File: src/rtl/csel_pkg.sv
package csel_pkg;

    typedef enum logic [1:0] {
        MODE_OFF  = 2'b00,
        MODE_DISC = 2'b01,
        MODE_ALT  = 2'b10,
        MODE_CS   = 2'b11
    } pin_mode_e;

    // Number of base-field bits (2K granularity) ignored for a size code.
    function automatic logic [3:0] size_drop(input logic [2:0] code);
        logic [3:0] drop;
        case (code)
            3'd0:    drop = 4'd0;  // 2K
            3'd1:    drop = 4'd2;  // 8K
            3'd2:    drop = 4'd3;  // 16K
            3'd3:    drop = 4'd5;  // 64K
            3'd4:    drop = 4'd6;  // 128K
            3'd5:    drop = 4'd7;  // 256K
            3'd6:    drop = 4'd8;  // 512K
            default: drop = 4'd9;  // 1M
        endcase
        return drop;
    endfunction

endpackage

File: src/rtl/csel_regs.sv
module csel_regs #(
    parameter int NUM_CH  = 8,
    parameter int BASE_W  = 13,
    localparam int WORD_W = BASE_W + 3,
    localparam int PORT_W = NUM_CH - 1,
    localparam int REG_AW = $clog2(NUM_CH + 2)
) (
    input  logic                           clk_i,
    input  logic                           rst_ni,
    input  logic                           we_i,
    input  logic [REG_AW-1:0]              waddr_i,
    input  logic [WORD_W-1:0]              wdata_i,
    input  logic [REG_AW-1:0]              raddr_i,
    output logic [WORD_W-1:0]              rdata_o,
    input  logic [NUM_CH-1:0]              strap_fn_i,
    input  logic                           strap_wide_i,
    input  logic                           bus8_mode_i,
    output logic [NUM_CH-1:0][WORD_W-1:0]  chan_o,
    output logic [2*NUM_CH-1:0]            mode_o,
    output logic [PORT_W-1:0]              port_o,
    output logic                           boot_wide_o
);
    import csel_pkg::*;

    localparam logic [REG_AW-1:0] MODE_IDX = REG_AW'(NUM_CH);
    localparam logic [REG_AW-1:0] PORT_IDX = REG_AW'(NUM_CH + 1);

    typedef struct packed {
        logic [NUM_CH-1:0][WORD_W-1:0] chan;
        logic [2*NUM_CH-1:0]           mode;
        logic [PORT_W-1:0]             port;
        logic                          wide;
    } regs_t;

    regs_t state_d, state_q, init_d;

    always_comb begin
        init_d = '0;
        init_d.chan[0] = WORD_W'(3'd7);
        for (int k = 0; k < NUM_CH; k++) begin
            if (k == 0 || strap_fn_i[k])
                init_d.mode[2*k +: 2] = MODE_CS;
            else
                init_d.mode[2*k +: 2] = MODE_ALT;
        end
        init_d.port = '1;
        init_d.wide = strap_wide_i & ~bus8_mode_i;

        state_d = state_q;
        if (we_i) begin
            for (int k = 0; k < NUM_CH; k++) begin
                if (waddr_i == REG_AW'(k))
                    state_d.chan[k] = wdata_i;
            end
            if (waddr_i == MODE_IDX)
                state_d.mode = wdata_i[2*NUM_CH-1:0];
            if (waddr_i == PORT_IDX)
                state_d.port = wdata_i[PORT_W-1:0];
        end
    end

    always_ff @(posedge clk_i) begin
        if (!rst_ni) state_q <= init_d;
        else         state_q <= state_d;
    end

    always_comb begin
        rdata_o = '0;
        for (int k = 0; k < NUM_CH; k++) begin
            if (raddr_i == REG_AW'(k))
                rdata_o = state_q.chan[k];
        end
        if (raddr_i == MODE_IDX) rdata_o = WORD_W'(state_q.mode);
        if (raddr_i == PORT_IDX) rdata_o = WORD_W'(state_q.port);
    end

    assign chan_o      = state_q.chan;
    assign mode_o      = state_q.mode;
    assign port_o      = state_q.port;
    assign boot_wide_o = state_q.wide;

    // the unimplemented port bit never reads back as 1.
    p_port_msb_zero_r11: assert property (@(posedge clk_i) disable iff (!rst_ni)
        (raddr_i == PORT_IDX) |-> (rdata_o[WORD_W-1:PORT_W] == '0));

endmodule

File: src/rtl/csel_chan.sv
module csel_chan #(
    parameter int ADDR_W  = 24,
    parameter int GRAN_LG = 11,
    localparam int BASE_W = ADDR_W - GRAN_LG,
    localparam int WORD_W = BASE_W + 3
) (
    input  logic [WORD_W-1:0] word_i,
    input  logic [ADDR_W-1:0] addr_i,
    output logic              hit_o
);
    import csel_pkg::*;

    logic [BASE_W-1:0] base, mask, diff;
    logic [3:0]        drop;

    always_comb begin
        base  = word_i[WORD_W-1:3];
        drop  = size_drop(word_i[2:0]);
        mask  = {BASE_W{1'b1}} << drop;
        diff  = (addr_i[ADDR_W-1:GRAN_LG] ^ base) & mask;
        hit_o = (diff == '0);
    end

endmodule

File: src/rtl/csel_bank.sv
module csel_bank #(
    parameter int NUM_CH  = 8,
    parameter int ADDR_W  = 24,
    parameter int GRAN_LG = 11,
    parameter int NO_DISC = 4,
    localparam int BASE_W = ADDR_W - GRAN_LG,
    localparam int WORD_W = BASE_W + 3,
    localparam int PORT_W = NUM_CH - 1,
    localparam int REG_AW = $clog2(NUM_CH + 2)
) (
    input  logic              clk_i,
    input  logic              rst_ni,
    input  logic              reg_we_i,
    input  logic [REG_AW-1:0] reg_addr_i,
    input  logic [WORD_W-1:0] reg_wdata_i,
    input  logic [REG_AW-1:0] reg_raddr_i,
    output logic [WORD_W-1:0] reg_rdata_o,
    input  logic [NUM_CH-1:0] strap_fn_i,
    input  logic              strap_wide_i,
    input  logic              bus8_mode_i,
    input  logic [ADDR_W-1:0] bus_addr_i,
    input  logic              addr_strobe_i,
    output logic [NUM_CH-1:0] cs_n_o,
    output logic [NUM_CH-1:0] alt_sel_o,
    output logic              term_ack_o,
    output logic              boot_wide_o
);
    import csel_pkg::*;

    logic [NUM_CH-1:0][WORD_W-1:0] chan;
    logic [2*NUM_CH-1:0]           mode;
    logic [PORT_W-1:0]             port;
    logic [NUM_CH-1:0]             hit_raw, enabled;

    csel_regs #(.NUM_CH(NUM_CH), .BASE_W(BASE_W)) regs_i (
        .clk_i       (clk_i),
        .rst_ni      (rst_ni),
        .we_i        (reg_we_i),
        .waddr_i     (reg_addr_i),
        .wdata_i     (reg_wdata_i),
        .raddr_i     (reg_raddr_i),
        .rdata_o     (reg_rdata_o),
        .strap_fn_i  (strap_fn_i),
        .strap_wide_i(strap_wide_i),
        .bus8_mode_i (bus8_mode_i),
        .chan_o      (chan),
        .mode_o      (mode),
        .port_o      (port),
        .boot_wide_o (boot_wide_o)
    );

    typedef struct packed {
        logic [NUM_CH-1:0] hit;
        logic              ack;
    } dec_t;

    dec_t dec_d, dec_q;

    for (genvar k = 0; k < NUM_CH; k++) begin : g_ch
        pin_mode_e raw_mode, eff_mode;

        csel_chan #(.ADDR_W(ADDR_W), .GRAN_LG(GRAN_LG)) chan_i (
            .word_i(chan[k]),
            .addr_i(bus_addr_i),
            .hit_o (hit_raw[k])
        );

        assign raw_mode   = pin_mode_e'(mode[2*k +: 2]);
        assign enabled[k] = (raw_mode != MODE_OFF);

        if (k < NO_DISC) begin : g_nodisc
            assign eff_mode = (raw_mode == MODE_DISC) ? MODE_CS : raw_mode;
            always_comb begin
                cs_n_o[k] = 1'b1;
                if (eff_mode == MODE_CS) cs_n_o[k] = ~dec_q.hit[k];
            end

            // such a pin goes low only through a decode hit.
            p_pin_needs_hit_r10: assert property (@(posedge clk_i) disable iff (!rst_ni)
                !cs_n_o[k] |-> term_ack_o);
        end else begin : g_disc
            assign eff_mode = raw_mode;
            always_comb begin
                cs_n_o[k] = 1'b1;
                if (eff_mode == MODE_CS)        cs_n_o[k] = ~dec_q.hit[k];
                else if (eff_mode == MODE_DISC) cs_n_o[k] = port[k-1];
            end
        end

        assign alt_sel_o[k] = (eff_mode == MODE_ALT);

        // a pin given to its alternate function stays inactive.
        p_alt_pin_idle_r7: assert property (@(posedge clk_i) disable iff (!rst_ni)
            alt_sel_o[k] |-> cs_n_o[k]);
    end

    always_comb begin
        dec_d     = '0;
        dec_d.hit = addr_strobe_i ? (hit_raw & enabled) : '0;
        dec_d.ack = |dec_d.hit;
    end

    always_ff @(posedge clk_i) begin
        if (!rst_ni) dec_q <= '0;
        else         dec_q <= dec_d;
    end

    assign term_ack_o = dec_q.ack;

    // no acknowledge without a strobe one cycle earlier.
    p_quiet_without_strobe_r2: assert property (@(posedge clk_i) disable iff (!rst_ni)
        !addr_strobe_i |=> !term_ack_o);

    // every acknowledge traces back to a strobed cycle.
    p_ack_after_strobe_r9: assert property (@(posedge clk_i) disable iff (!rst_ni)
        term_ack_o |-> $past(addr_strobe_i));

endmodule

File: config.mk
export PLATFORM = sky130hd
export DESIGN_NAME = csel_bank
export DESIGN_NICKNAME = d
export VERILOG_FILES = /design/src/rtl/csel_pkg.sv /design/src/rtl/csel_regs.sv /design/src/rtl/csel_chan.sv /design/src/rtl/csel_bank.sv
export SDC_FILE = /design/constraint.sdc
export NUM_CORES = 1
export LEC_CHECK = 0
export CAP_MARGIN = 20
export CORE_MARGIN = 4
export CORE_UTILIZATION = 47
export CTS_BUF_LIST = sky130_fd_sc_hd__clkbuf_16
export CTS_CLUSTER_DIAMETER = 150
export DETAILED_ROUTE_END_ITERATION = 16
export MAX_ROUTING_LAYER = met4
export PLACE_DENSITY = 0.76
export SLEW_MARGIN = 25
export SYNTH_ARGS = -nofsm -noshare
export SYNTH_HDL_FRONTEND = slang
export SYNTH_HIERARCHICAL = 1
export SYNTH_SLANG_ARGS = --single-unit
export TNS_END_PERCENT = 20
File: constraint.sdc
create_clock -name clk_i -period 1.7 [get_ports clk_i]
set_input_delay 0.17 -clock clk_i [delete_from_list [all_inputs] [get_ports clk_i]]
set_output_delay 0.17 -clock clk_i [all_outputs]
set_load 0.02 [all_outputs]
# Word level (Yosys, flattened, before mapping)

Index checks and enable logic that the tools add are counted.

Reduce and logical (&&, ||, !) cells: 38
Shift operators: 8
Eq/ne operators: 92
Bitwise gates (word level): 27
Mux-type cells: 46

Operators with widths:

| operator                                            | count |
|---|---|
| case mux 4 bit (7 select lines)                     | 8 |
| 2-to-1 mux 16 bit                                   | 11 |
| bitwise AND 13 bit                                  | 8 |
| zero test 13 bit                                    | 8 |
| << shifter 13 x 4 -> 13 bit, first input constant   | 8 |
| bitwise XOR 13 bit                                  | 8 |
| equality test 3 bit, second input constant          | 24 |
| equality test 3 x 2 -> 1 bit, second input constant | 16 |
| equality test 2 bit, second input constant          | 16 |
| equality test 4 x 3 -> 1 bit, second input constant | 8 |
| equality test 3 x 1 -> 1 bit, second input constant | 8 |
| zero test 3 bit                                     | 8 |
| 2-to-1 mux 24 bit                                   | 1 |
| 2-to-1 mux 23 bit                                   | 1 |
| AND reduction 2 bit                                 | 11 |
| 2-to-1 mux 1 bit                                    | 19 |
| equality test 2 x 1 -> 1 bit, second input constant | 8 |
| equality test 4 x 2 -> 1 bit, second input constant | 4 |
| equality test 4 bit, second input constant          | 4 |
| nonzero test 2 bit                                  | 8 |
| inverter 1 bit                                      | 9 |
| bitwise AND 8 bit                                   | 1 |
| equality test 4 x 1 -> 1 bit, second input constant | 2 |
| zero test 4 bit                                     | 2 |
| 6 further kinds                                     | 10 |

Output and inout bits: 34
Bits in registers: 161
Bits of input ports: 62
Logic and storage cells: 225

# Depth between registers and ports, before layout

Depth after elaboration: 11
Gate-level depth with buffers: 7
Gate-level depth less buffers: 7

# Cells and area by module

Netlist, hierarchy kept.

By module, submodules not included:

| module    | instances | area each (um2) | cells each |
|---|---|---|---|
| csel_regs | 1         | 7,163.1         | 835 |
| csel_chan | 8         | 191.4           | 26 |
| csel_bank | 1         | 395.4           | 53 |

# Least setup slack after synthesis

No wires, ideal clock.

Path type: input to output
Start point: input reg_raddr_i[0]
End point: output reg_rdata_o[0]
Path slack: 0.090 ns
Data arrival time: 1.440 ns
Buffers on the path: 2
Stages on the path: 6
Path through: buf_6 -> or2_0 -> buf_2 -> a2bb2oi_1 -> a221o_1 -> a21oi_1

Cells in the longest elaborated chain, start to end: 11
Elaborated cells on any way between the ends: 20
Those cells by class: eq/ne: 9; mux: 10; reduce/logical: 1

RTL lines:

| what                            | RTL line        | source |
|---|---|---|
| start: declaration              | csel_bank.sv:16 | `input logic [REG_AW-1:0] reg_raddr_i,` |
| zero test 4 bit                 | csel_regs.sv:70 | `if (raddr_i == REG_AW'(k))` |
| 2-to-1 mux 16 bit (8 in series) | csel_regs.sv:70 |  |
| 2-to-1 mux 16 bit               | csel_regs.sv:73 | `if (raddr_i == MODE_IDX) rdata_o = WORD_W'(state_q.mode);` |
| 2-to-1 mux 16 bit (*)           | csel_regs.sv:74 | `if (raddr_i == PORT_IDX) rdata_o = WORD_W'(state_q.port);` |
| end: declaration                | csel_bank.sv:17 | `output logic [WORD_W-1:0] reg_rdata_o,` |

Mark *: on every way between the ends. The rest lies on a longest branch, timed or not.

# Final worst setup path

Start point: register regs_i.state_q (netlist bit regs_i/chan_o[43])
End point: output reg_rdata_o[11]

Cells in the longest elaborated chain, start to end: 8

RTL lines:

| what                            | RTL line        | source |
|---|---|---|
| start: declaration              | csel_regs.sv:35 | `regs_t state_d, state_q, init_d;` |
| start signal: assignment        | csel_regs.sv:63 | `if (!rst_ni) state_q <= init_d;` |
| start signal: assignment        | csel_regs.sv:64 | `else state_q <= state_d;` |
| 2-to-1 mux 16 bit (6 in series) | csel_regs.sv:70 |  |
| 2-to-1 mux 16 bit               | csel_regs.sv:73 |  |
| 2-to-1 mux 16 bit               | csel_regs.sv:74 |  |

Every way passes these cells.

==> results <==
- The run finished, with violations left.
- The checks that failed: negative setup slack.
- Synthesis inferred 161 register bits.
- The combinational power share is 16.6%.
- Among all flip-flop cells after synthesis, the most frequent one is sky130_fd_sc_hd__dfxtp_1.
- The tree built by TritonCTS fans out to 161 sinks.
- The shortest clock period the worst path allows after layout is ~1900 ps.
- The core region is 0.01889 mm^2.
- The DRC violation total after the first TritonRoute iteration is between 1000 and 1500.
- The total nets after synthesis is 1158.
- The number of hold-slack violations in the final timing report was 0.
- The net count of the finished layout is approximately 1400.
- The fraction of power spent switching nets is 27.63%.
- The overflow left after global routing is 0.
- The power density of the placed cells is 721.5 mW/mm^2.
- Setup total negative slack on the finished layout was measured at -1990 ps.
- The number of non-filler instances in the completed layout is 1609.
- For the pin with the worst max-slew slack, the measured transition is slightly above 600 ps.
- For this run, design rule violations remaining after detail routing come to 0.
- The root buffer cell chosen for the clock tree is sky130_fd_sc_hd__clkbuf_16.
- The tool flagged a number of max-cap violations equal to 0.
- Timing would allow up to 531.1 MHz.
- In the global route stage, overall resource usage came out at between 30% and 40%.
- Port buffering added 83 buffers.
- Synthesis instantiated 57 different standard cells from the library.
- Entering global routing, the biggest net connects 51 pins.
- The sequential cells in the finished layout cover a total of 0.003448 mm^2.
- The net switching component of the power is 2.577 mW.
- For the worst setup path, the data required time is approximately 1500 ps.
- After detailed routing, the number of vias per cell comes to 5.730.
- In this run the core area contains 50 standard-cell rows.
- In the finished design, the share of the clock period the worst path needs comes to 110.8%.
- The routability-driven placement congestion ratio is 0.9796.
- Of all nets on the critical path, the largest fanout is 2.
- Setup repair after global routing could not meet its margin everywhere.
- The global-route wire length before repair is 51380 um.
- The number of inserted diodes is 0.
- The critical path class is flop to primary output.
- Before CTS, the worst setup slack after placement is -1031 ps.
- For this run, asynchronously set or reset flops after synthesis account for 0%.
- The layout has between 1500 and 2000 filler cells.
- The area of placed instances is 0.01168 mm^2.
- The die is 147.1 um tall.
- The leakage power is about 5 nW.
- The count of pins over their slew limit is 0.
- Summing the sequential cell areas from Yosys gives 37.11% of the chip area.
- Before antenna repair, the detailed router went through 6 iterations.
- In this run the mean area of a mapped cell was 8.294 um^2.
- Data on the critical path arrives at its endpoint at 1710 ps.
- The largest single stage delay on the critical path is 380 ps.
- The via count of the first global-routing pass is 8934.
- In the layout the commonest cells are sky130_fd_sc_hd__nand2_1, sky130_fd_sc_hd__buf_4, sky130_fd_sc_hd__a21oi_1.
- The area of the die is 0.02163 mm^2.
- The average detailed-routed wire length per instance is 21.20 um.
- Counting tap cells, the placed design contains a total of 1571 instances.
- Across the VDD grid, the largest voltage drop is 0.7078 mV.
- Final hold analysis gives a worst-case slack of about 360 ps.
- The clock-pin slew on the worst setup and hold paths is 60 ps.
- For this design the top-level I/O count stands at 96.
- Cells fill between 60 and 70% of the core in the end.
- During synthesis, Yosys emitted a total of 6 warnings.
- The post-route antenna net violation count is 0.
- The finished cells cover 0.01293 mm^2.
- The clock network burns 40.6% of the power.
- In this run, CTS created clock tree buffers numbering 17.
- At the later pin of the worst-skew pair, clock insertion delay measures 430 ps.
- The largest buffer count on any clock path is 2.
- The worst clock skew is around 12 ps.
- The sequential power share is 42.8%.
- Traced cell by cell, the critical path runs through mux2_4 -> nand2_2 -> a311o_1 -> a21oi_4 -> buf_6.
- The number of vias after detailed routing is 9219.
- The type of origin of the critical path is a flop.
- Measured against its own limit, the worst slew margin works out to between 50% and 60%.
- Leaving out fill and tap cells, the most frequent cell in the layout is sky130_fd_sc_hd__nand2_1.
- The area of the multi-input gates is 0.005808 mm^2.
- The internal power summed over all cells is 6.749 mW.
- Once the floorplan was initialized, standard cells occupied 48.11% of the core.
- Once detailed placement completed, the half-perimeter wirelength came to 24910 um.
- The TritonCTS clock tree is done.
- The overall power is about 9.3 mW.
- Counting flops with a built-in enable in the synthesized netlist gives 15.
- The initial antenna violation count is 0.
- The number of endpoints failing setup at the final stage is 20.
- The H-tree was split into 4 levels.
- The synthesized netlist occupies a cell area of 0.009090 mm^2.
- The layout-stage area growth over the synthesis result is 42.20%.
- The path type of the worst min-delay path is primary input to flop.
- The count of mapped cells out of synthesis is 1096.
- The setup slack after layout is -182.8 ps.
- The fraction of layout instances using a drive strength above 1 is between 30% and 40%.
- The horizontal die dimension is approximately 150 um.
- The capturing element type of the critical path is a primary output.
- After detailed routing, the total wire length is 34120 um.
- For this design, the slowest cell found on the critical path is sky130_fd_sc_hd__a311o_1.
[path summary, 6_finish.rpt]
kind	startpoint	to	slack, ps	cells past startpoint
hold reg to reg	regs_i/port_o[2]$_SDFFE_PN1P_	regs_i/port_o[2]$_SDFFE_PN1P_	470	2
hold / removal	bus8_mode_i	regs_i/boot_wide_o$_DFFE_PN_	360	2
setup / recovery	regs_i/chan_o[43]$_SDFFE_PN0P_	reg_rdata_o[11]	-180	5
setup reg to reg	regs_i/chan_o[46]$_SDFFE_PN0P_	term_ack_o$_SDFF_PN0_	-140	8
[per-layer routing]
metal  GRT usage, %  up-vias  part of all wire, %
met1          39.18     4361                   39
met5              -        -                    0
met3          6.416       99                  9.0
met2          51.22      505                   48
met4          10.21        0                  3.4
li1               -     4254                    -
[cell type report]
| type | instances | share of cell area (%) |
|---|---|---|
| multi-input combinational | 854 | 44.93 |
| sequential | 161 | 26.68 |
| timing repair buffer | 300 | 21.30 |
| clock buffer | 18 | 3.485 |
| tap | 260 | 2.517 |
| clock inverter | 14 | 1.007 |
| inverter | 2 | 0.07744 |
[worst max-delay path: cells and delay by family, from the launching register on]
family                 cells  cell delay, ps
and+or+nand+nor            1              50
AOI/OAI and AO/OA          2             580
DFF                        1             330
buffers and inverters      1             140
muxes                      1             170
[power by group through the flow]
stage               Clock [mW]  Sequential [mW]  Combinational [mW]
detailed placement           0             4.07                1.40
floorplan                    0             4.05               0.677
CTS                       3.82             3.99                1.46
global placement             0             4.07                1.38
global route              4.00             4.00                1.62
finish                    3.79             3.99                1.54
[state kept, by name, summed over array words and instances (netlist names)]
| register | count |
|---|---|
| dec_q | 8 |
| regs_i/boot_wide_o | 1 |
| regs_i/chan_o | 128 |
| regs_i/mode_o | 16 |
| regs_i/port_o | 7 |
| term_ack_o | 1 |
[Yosys cell counts, types with 3 or more instances]
cell type                   number  area share, %
sky130_fd_sc_hd__nor2_1         76            3.1
sky130_fd_sc_hd__nand2b_1        3           0.21
sky130_fd_sc_hd__a31o_2          8           0.77
sky130_fd_sc_hd__nand3b_1        5           0.41
sky130_fd_sc_hd__nand4_1         8           0.55
sky130_fd_sc_hd__a2bb2oi_1       5           0.48
sky130_fd_sc_hd__nor3_2         12            1.3
sky130_fd_sc_hd__nor3b_2         3           0.41
sky130_fd_sc_hd__a21o_1          8           0.66
sky130_fd_sc_hd__a21oi_1       125            6.9
sky130_fd_sc_hd__mux2i_1        81            8.9
sky130_fd_sc_hd__clkbuf_1       30            1.2
sky130_fd_sc_hd__xor2_1         32            3.1
sky130_fd_sc_hd__nor2b_1        23            1.6
sky130_fd_sc_hd__o22ai_1        12           0.83
sky130_fd_sc_hd__and2_1          6           0.41
sky130_fd_sc_hd__or3_1          10           0.69
sky130_fd_sc_hd__xnor2_1        72            6.9
sky130_fd_sc_hd__buf_6           8           0.99
sky130_fd_sc_hd__o21ai_0        28            1.5
sky130_fd_sc_hd__buf_2          30            1.7
sky130_fd_sc_hd__a211oi_1       14            1.2
sky130_fd_sc_hd__buf_4           9           0.74
sky130_fd_sc_hd__o2bb2ai_1       7           0.67
sky130_fd_sc_hd__a31oi_1         8           0.55
sky130_fd_sc_hd__edfxtp_1       15            5.0
sky130_fd_sc_hd__nand2_1       228            9.4
sky130_fd_sc_hd__nand3_1         7           0.39
sky130_fd_sc_hd__dfxtp_1       146             32
sky130_fd_sc_hd__mux2_2         16            2.0
sky130_fd_sc_hd__a221o_1         5           0.55
sky130_fd_sc_hd__a22oi_1         9           0.74
sky130_fd_sc_hd__o21ai_1        18           0.99
[cell families after synthesis]
family          after synthesis  synth area share (%)
simple gates                398                 20.33
compound gates              255                 16.66
flops                       161                 37.11
xor+xnor                    104                 10.02
mux                          97                 10.90
buf+inv                      81                 4.983
[repair_timing]
item                                    CTS  global route
pin swaps                                30            38
hold buffers                              0             0
resized for setup                       200           101
buffers inserted                          3             0
gates cloned                              3             0
endpoints found under the hold margin     0             0
endpoints found under the setup margin   37            32
(Power assumes the default switching activity.)
